[src/rtl/vsync_timer_pkg.sv]
package vsync_timer_pkg;
  localparam int VAR_LINE  = 0;
  localparam int VAR_FRAME = 1;
  localparam int VAR_PLAIN = 2;

  typedef enum logic [1:0] {
    REG_COUNT  = 2'd0,
    REG_CTRL   = 2'd1,
    REG_TARGET = 2'd2,
    REG_NONE   = 2'd3
  } reg_sel_e;

  localparam int B_SYNC     = 0;
  localparam int B_TGT_CLR  = 3;
  localparam int B_IRQ_TGT  = 4;
  localparam int B_IRQ_WRAP = 5;
  localparam int B_ALT      = 8;

  function automatic logic is_pause(input logic [2:0] m);
    return m == 3'b001;
  endfunction

  function automatic logic is_edge_clr(input logic [2:0] m);
    return m == 3'b011 || m == 3'b101;
  endfunction

  function automatic logic is_halt(input logic [2:0] m);
    return m == 3'b001 || m == 3'b111;
  endfunction
endpackage

[src/rtl/vsync_timer_gate.sv]
module vsync_timer_gate
  import vsync_timer_pkg::*;
#(
  parameter int VARIANT = VAR_LINE
) (
  input  logic       clk,
  input  logic       rst_n,
  input  logic [2:0] mode,
  input  logic       alt_sel,
  input  logic       tick_base,
  input  logic       tick_alt,
  input  logic       hblank,
  input  logic       vblank,
  output logic       step_en,
  output logic       blank_clr
);
  generate
    if (VARIANT == VAR_PLAIN) begin : g_plain
      logic unused_plain;
      assign unused_plain = ^{clk, rst_n, alt_sel, tick_alt, hblank, vblank};
      assign step_en   = tick_base && !is_halt(mode);
      assign blank_clr = 1'b0;
    end else begin : g_video
      logic blank, blank_q, blank_rise, tick;
      logic unused_video;
      if (VARIANT == VAR_FRAME) begin : g_frm
        assign blank = vblank;
        assign unused_video = hblank;
      end else begin : g_line
        assign blank = hblank;
        assign unused_video = vblank;
      end
      always_ff @(posedge clk or negedge rst_n) begin
        if (!rst_n) blank_q <= 1'b0;
        else        blank_q <= blank;
      end
      assign blank_rise = blank && !blank_q;
      assign tick       = alt_sel ? tick_alt : tick_base;
      assign step_en    = tick && !(is_pause(mode) && blank);
      assign blank_clr  = is_edge_clr(mode) && blank_rise;
    end
  endgenerate
endmodule

[src/rtl/vsync_timer_core.sv]
module vsync_timer_core #(
  parameter int CW = 16
) (
  input  logic          clk,
  input  logic          rst_n,
  input  logic          load_en,
  input  logic [CW-1:0] load_val,
  input  logic          clear,
  input  logic          step_en,
  input  logic [CW-1:0] target,
  input  logic          tgt_clr,
  output logic [CW-1:0] count,
  output logic          hit_evt,
  output logic          wrap_evt
);
  localparam logic [CW-1:0] TOP = '1;

  logic [CW-1:0] count_q;

  function automatic logic [CW-1:0] next_val(input logic [CW-1:0] cur,
                                             input logic [CW-1:0] tgt,
                                             input logic          clr_on);
    if (clr_on && cur == tgt) return '0;
    return cur + 1'b1;
  endfunction

  assign hit_evt  = step_en && (count_q == target);
  assign wrap_evt = step_en && (count_q == TOP);
  assign count    = count_q;

  always_ff @(posedge clk or negedge rst_n) begin
    if (!rst_n)       count_q <= '0;
    else if (load_en) count_q <= load_val;
    else if (clear)   count_q <= '0;
    else if (step_en) count_q <= next_val(count_q, target, tgt_clr);
  end
endmodule

[src/rtl/vsync_timer_irq.sv]
module vsync_timer_irq (
  input  logic clk,
  input  logic rst_n,
  input  logic rearm,
  input  logic hit_evt,
  input  logic wrap_evt,
  input  logic en_hit,
  input  logic en_wrap,
  output logic irq,
  output logic armed
);
  logic fire;

  assign fire = armed && ((hit_evt && en_hit) || (wrap_evt && en_wrap));

  always_ff @(posedge clk or negedge rst_n) begin
    if (!rst_n) begin
      irq   <= 1'b0;
      armed <= 1'b1;
    end else begin
      irq <= fire;
      if (rearm)     armed <= 1'b1;
      else if (fire) armed <= 1'b0;
    end
  end
endmodule

[src/rtl/vsync_timer.sv]
module vsync_timer
  import vsync_timer_pkg::*;
#(
  parameter int VARIANT = VAR_LINE,
  parameter int CW      = 16,
  parameter int DW      = 32
) (
  input  logic          clk,
  input  logic          rst_n,
  input  logic          bus_wr,
  input  logic [1:0]    bus_addr,
  input  logic [DW-1:0] bus_wdata,
  input  logic [1:0]    rd_addr,
  output logic [CW-1:0] rd_data,
  input  logic          tick_base,
  input  logic          tick_alt,
  input  logic          hblank,
  input  logic          vblank,
  output logic          irq
);
  logic [CW-1:0] ctrl_q, tgt_q, count_w;
  logic cnt_wr, ctrl_wr, tgt_wr;
  logic step_raw, blank_clr, core_step, core_clear;
  logic hit_evt, wrap_evt, armed;

  assign cnt_wr  = bus_wr && (reg_sel_e'(bus_addr) == REG_COUNT);
  assign ctrl_wr = bus_wr && (reg_sel_e'(bus_addr) == REG_CTRL);
  assign tgt_wr  = bus_wr && (reg_sel_e'(bus_addr) == REG_TARGET);

  generate
    if (DW > CW) begin : g_hi
      logic unused_hi;
      assign unused_hi = ^bus_wdata[DW-1:CW];
    end
  endgenerate

  always_ff @(posedge clk or negedge rst_n) begin
    if (!rst_n) begin
      ctrl_q <= '0;
      tgt_q  <= '0;
    end else begin
      if (ctrl_wr) ctrl_q <= bus_wdata[CW-1:0];
      if (tgt_wr)  tgt_q  <= bus_wdata[CW-1:0];
    end
  end

  vsync_timer_gate #(.VARIANT(VARIANT)) u_gate (
    .clk       (clk),
    .rst_n     (rst_n),
    .mode      (ctrl_q[2:0]),
    .alt_sel   (ctrl_q[B_ALT]),
    .tick_base (tick_base),
    .tick_alt  (tick_alt),
    .hblank    (hblank),
    .vblank    (vblank),
    .step_en   (step_raw),
    .blank_clr (blank_clr)
  );

  assign core_clear = ctrl_wr || (blank_clr && !bus_wr);
  assign core_step  = step_raw && !bus_wr && !blank_clr;

  vsync_timer_core #(.CW(CW)) u_core (
    .clk      (clk),
    .rst_n    (rst_n),
    .load_en  (cnt_wr),
    .load_val (bus_wdata[CW-1:0]),
    .clear    (core_clear),
    .step_en  (core_step),
    .target   (tgt_q),
    .tgt_clr  (ctrl_q[B_TGT_CLR]),
    .count    (count_w),
    .hit_evt  (hit_evt),
    .wrap_evt (wrap_evt)
  );

  vsync_timer_irq u_irq (
    .clk      (clk),
    .rst_n    (rst_n),
    .rearm    (ctrl_wr),
    .hit_evt  (hit_evt),
    .wrap_evt (wrap_evt),
    .en_hit   (ctrl_q[B_IRQ_TGT]),
    .en_wrap  (ctrl_q[B_IRQ_WRAP]),
    .irq      (irq),
    .armed    (armed)
  );

  always_comb begin
    case (reg_sel_e'(rd_addr))
      REG_COUNT:  rd_data = count_w;
      REG_CTRL:   rd_data = ctrl_q;
      REG_TARGET: rd_data = tgt_q;
      default:    rd_data = '0;
    endcase
  end
endmodule

[config.mk]
export PLATFORM = sky130hd
export DESIGN_NAME = vsync_timer
export DESIGN_NICKNAME = d
export VERILOG_FILES = /design/src/rtl/vsync_timer_pkg.sv /design/src/rtl/vsync_timer_gate.sv /design/src/rtl/vsync_timer_core.sv /design/src/rtl/vsync_timer_irq.sv /design/src/rtl/vsync_timer.sv
export SDC_FILE = /design/constraint.sdc
export NUM_CORES = 1
export LEC_CHECK = 0
export BUFFER_PORTS_ARGS = -buffer_cell sky130_fd_sc_hd__clkbuf_2
export CAP_MARGIN = 10
export CORE_AREA = 2 2 78 80
export DETAILED_ROUTE_END_ITERATION = 16
export DIE_AREA = 0 0 80 82
export GPL_ROUTABILITY_DRIVEN = 0
export PLACE_DENSITY = 0.78
export SETUP_SLACK_MARGIN = 0.05
export SYNTH_ARGS = -nofsm -noshare
export SYNTH_HDL_FRONTEND = slang
export SYNTH_HIERARCHICAL = 1
export SYNTH_SLANG_ARGS = --single-unit
[constraint.sdc]
create_clock -name clk -period 2.5 [get_ports clk]
set_input_delay 0.375 -clock clk [delete_from_list [all_inputs] [get_ports clk]]
set_output_delay 0.375 -clock clk [all_outputs]
set_load 0.005 [all_outputs]
==> results_tabular.tex <==
\begin{tabular}{lr}
\hline
Metric & Value \\
\hline
\multicolumn{2}{l}{\textbf{Run status}} \\
\quad Run status & finished clean \\
\multicolumn{2}{l}{\textbf{Critical path}} \\
\quad CP required & 2.74 ns \\
\quad Critical Path AT & 2.46 ns \\
\quad Type of the worst setup path & reg -> reg \\
\quad Reg-to-Reg Start & ctrl\_q[8] \\
\quad Worst setup SP type & flop \\
\quad Worst R2R Path Depth & 8 \\
\quad Sort of element at the end of the critical path & flop \\
\quad Endpoint of the worst-slack reg-to-reg timing path & u\_irq/armed \\
\quad Slowest cell on the critical path & sky130\_fd\_sc\_hd\_\_nor4\_1 \\
\quad Top fanout value on the critical path & 13 \\
\quad Delay of the slowest cell on the worst path & 0.47 ns \\
\quad CP cell instances & mux2\_1 > o31a\_1 > nor3b\_1 > buf\_4 > inv\_1 > nor4\_1 > a22oi\_2 > a21o\_1 \\
\quad Slack of the worst reg-to-reg path & 0.28 ns \\
\multicolumn{2}{l}{\textbf{Clock tree}} \\
\quad Clock tree from TritonCTS & yes \\
\quad Clk sinks & 51 \\
\quad Root Buffer Master & sky130\_fd\_sc\_hd\_\_clkbuf\_8 \\
\quad Post-CTS Hold Buffers & 0 \\
\quad Total clock buffers created by CTS & 5 \\
\quad Post-cts sizing count & 0 \\
\quad Clock Tree Buf Depth & 2 \\
\quad Htree depth & 2 \\
\quad Skew-Pair Late Insertion Delay & 0.30 ns \\
\quad Buffer count from post-CTS setup fixing & 0 \\
\quad Clock slew at reported path FFs & 0.10 ns \\
\multicolumn{2}{l}{\textbf{Power}} \\
\quad Power per Cell Area & 712.9 nW/um\^{}2 \\
\quad Share of total power in sequential cells & 50.6\% \\
\quad P\_int & 1.589 mW \\
\quad Leakage Power & 1.557 nW \\
\quad Switching pwr & 838.5 uW \\
\quad Max IR drop VDD & 0.3671 mV \\
\quad Net switching share of the total power & 34.55\% \\
\quad Clock Power Share & 19.2\% \\
\quad Combinational group share of total power & 30.3\% \\
\multicolumn{2}{l}{\textbf{STA}} \\
\quad Fmax achieved & 0.4506 GHz \\
\quad Worst path setup slack after routing & 0.2807 ns \\
\quad Final total negative setup slack & 0 ns \\
\quad Share of the cycle needed by the critical path after routing & 88.77\% \\
\quad Worst Tran Pin Value & 0.6521 ns \\
\quad Final min period & 2.219 ns \\
\quad Max Clock Skew & 0.008788 ns \\
\quad Post-route worst hold slack & 0.1698 ns \\
\quad Hold violation total from the final report & 0 \\
\quad Count of final setup violators & 0 \\
\quad Relative slew margins & 56.53\% \\
\quad Number of max-slew violations in the final report & 0 \\
\quad Setup repair after global routing missed its margin & false \\
\multicolumn{2}{l}{\textbf{Placement}} \\
\quad Post-Place Cells & 376 \\
\quad Detailed Place HPWL & 4795 um \\
\quad Cell area after placement & 3318 um\^{}2 \\
\quad Number of buffers inserted by port buffering & 42 \\
\quad Worst slack at placement & 0.09897 ns \\
\multicolumn{2}{l}{\textbf{Global route}} \\
\quad Number of antenna violations at the first check in global routing & 0 \\
\quad Total congestion overflow after global routing & 0 \\
\quad First-pass GRT wire length & 11470 um \\
\quad Via count of the first global-routing pass & 2296 \\
\quad Pin count of the biggest net entering global routing & 52 \\
\quad Total global routing track utilization & 22.69\% \\
\multicolumn{2}{l}{\textbf{Synth}} \\
\quad Netlist area before placement & 3039 um\^{}2 \\
\quad Sequential cell area fraction in the yosys report & 42.03\% \\
\quad Total of flip-flops plus latches after synthesis & 51 \\
\quad Number of warnings reported in the yosys synthesis log & 6 \\
\quad Number of instances in the synthesized netlist & 265 \\
\quad Number of distinct library cell variants in the gate-level netlist after synthesis & 56 \\
\quad Post-Synthesis Net Count & 309 \\
\quad Synthesized area divided by synthesized cell count & 11.47 um\^{}2 \\
\multicolumn{2}{l}{\textbf{Drt}} \\
\quad Routed WL per cell & 17.78 um \\
\quad Residual antenna-violating net count after detailed routing & 0 \\
\quad Via density & 6.008 \\
\quad Total vias in the final route & 2307 \\
\quad Count of routing violations after the opening detailed-route iteration & 164 \\
\quad Post-route DRC & 0 \\
\quad First drt pass iteration count & 5 \\
\quad Total Routed Length & 6829 um \\
\multicolumn{2}{l}{\textbf{Cells and area}} \\
\quad Area occupied by multi-input gates & 1653 um\^{}2 \\
\quad Antenna diode count & 0 \\
\quad Total of fill cells in the finished design & 518 \\
\quad Final Instance Area & 3405 um\^{}2 \\
\quad Fraction of layout cells with a size suffix above 1 & 34.95\% \\
\quad Final layout net count & 352 \\
\quad Final Non-Filler Cells & 384 \\
\quad Sequential cell area in the final layout & 1277 um\^{}2 \\
\quad Area growth, synth to finish & 12.02\% \\
\multicolumn{2}{l}{\textbf{Floorplanning}} \\
\quad Chip width & 80 um \\
\quad Core region area & 5746 um\^{}2 \\
\quad Cell row count & 28 \\
\quad Vertical extent of the die & 82 um \\
\quad Initial Util & 52.90\% \\
\quad Io pins & 60 \\
\quad Floorplan die area & 6560 um\^{}2 \\
\multicolumn{2}{l}{\textbf{Hold path}} \\
\quad Hold Crit Class & in -> async \\
\multicolumn{2}{l}{\textbf{Flow run}} \\
\quad Number of max-cap violations & 0 \\
\hline
\end{tabular}
## worst max-delay path: cells and delay by family, from the launching register on
family          cells  cell delay (ns)
simple gates        2             0.65
compound gates      3             0.45
flops               1             0.42
mux                 1             0.29
buf+inv             2             0.36
## Yosys cell counts (all sizes together)
library cell	number	area, um^2
dfrtp	50	1251
mux2	33	439.2
nand2	19	71.32
mux2i	17	170.2
xnor2	17	175.2
o2bb2ai	16	140.1
buf	11	78.82
o21ai	11	55.05
nand4	9	62.56
nor2	9	33.78
a21oi	7	38.79
inv	7	26.28
nand3	7	35.03
a22oi	3	27.52
a41o	3	32.53
clkbuf	3	11.26
xor2	3	26.28
a211o	2	17.52
a21o	2	15.01
a31oi	2	12.51
and2	2	13.77
and3	2	13.77
and4	2	21.27
nand2b	2	12.51
nand3b	2	40.04
nor2b	2	12.51
nor3	2	10.01
nor3b	2	15.01
nor4	2	27.53
nor4b	2	17.52
o211ai	2	15.01
o221ai	2	17.52
o31a	2	17.52
a221oi	1	8.760
a41oi	1	8.760
dfstp	1	26.28
ha	1	12.51
o31ai	1	7.510
o41ai	1	8.760
or2	1	6.260
or3	1	6.260
## power by group through the flow
| stage | Combinational [mW] | Sequential [mW] | Clock, mW |
|---|---|---|---|
| final | 0.735 | 1.23 | 0.466 |
| after global routing | 0.801 | 1.26 | 0.514 |
| after CTS | 0.735 | 1.22 | 0.472 |
| after detailed placement | 0.730 | 1.24 | 0 |
| after global placement | 0.711 | 1.23 | 0 |
| after floorplan | 0.569 | 1.16 | 0 |
## layout by cell type (no fill, tap or decap), drive strengths merged, types with 3 or more instances in the layout
master,netlist,final
dfrtp,50,50
clkbuf,3,47
mux2,33,33
nand2,19,19
mux2i,17,17
xnor2,17,17
o2bb2ai,16,16
o21ai,11,11
nand4,9,9
nor2,9,9
buf,11,8
inv,7,7
nand3,7,7
a21oi,7,7
clkinv,0,3
xor2,3,3
a41o,3,3
a22oi,3,3
## sequential cells by signal (all words and copies together), names as in the netlist
signal / cells
ctrl_q: 16
tgt_q: 16
u_core/count: 16
u_gate/g_video.blank_q: 1
u_irq/armed: 1
u_irq/irq: 1
## area by class of cell
type	instances	share of cell area, %
clock buffer	5	2.021
clock inverter	3	0.4410
inverter	7	0.7718
multi-input combinational	193	48.55
sequential	51	37.52
tap	75	2.756
timing repair buffer	50	7.938
## kinds of logic after synthesis
family / synth area share, %
flip-flops: 42.03
adder cells (fa/ha/maj): 0.4116
AO/OA/AOI/OAI: 13.92
XOR/XNOR: 6.629
AND/OR/NAND/NOR: 13.13
multiplexers: 20.05
buffers and inverters: 3.829
## metrics by stage
| stage | utilization, % | power, mW |
|---|---|---|
| floorplan | - | 1.731 |
| global placement | 57.75 | 1.937 |
| detailed placement | 57.75 | 1.970 |
| CTS | 59.21 | 2.430 |
| global route | 59.26 | 2.575 |
| finish | 59.26 | 2.427 |
## layer usage
metal | vias to the layer above | share of wire (%) | track usage (%)
met5 | - | 0 | 0
met4 | 0 | 1.2 | 5.763
met3 | 10 | 6.1 | 3.187
met2 | 88 | 48 | 36.75
met1 | 1141 | 44 | 32.27
li1 | 1068 | - | -
## worst max path at each step
stage | start | endpoint | slack (ns) | depth (start not counted)
2_1_floorplan | bus_addr[1] | u_core/count[13] | 0.55 | 8
3_3_place_gp | tick_alt | u_core/count[13] | 0.15 | 8
3_5_place_dp | tick_alt | u_core/count[13] | 0.1 | 8
4_1_cts | ctrl_q[2] | u_core/count[13] | 0.09 | 8
5_1_grt | ctrl_q[8] | u_core/count[11] | 0.21 | 9
6_report | ctrl_q[8] | u_irq/armed | 0.28 | 8
No activity file was read; power rests on OpenSTA's default activity.
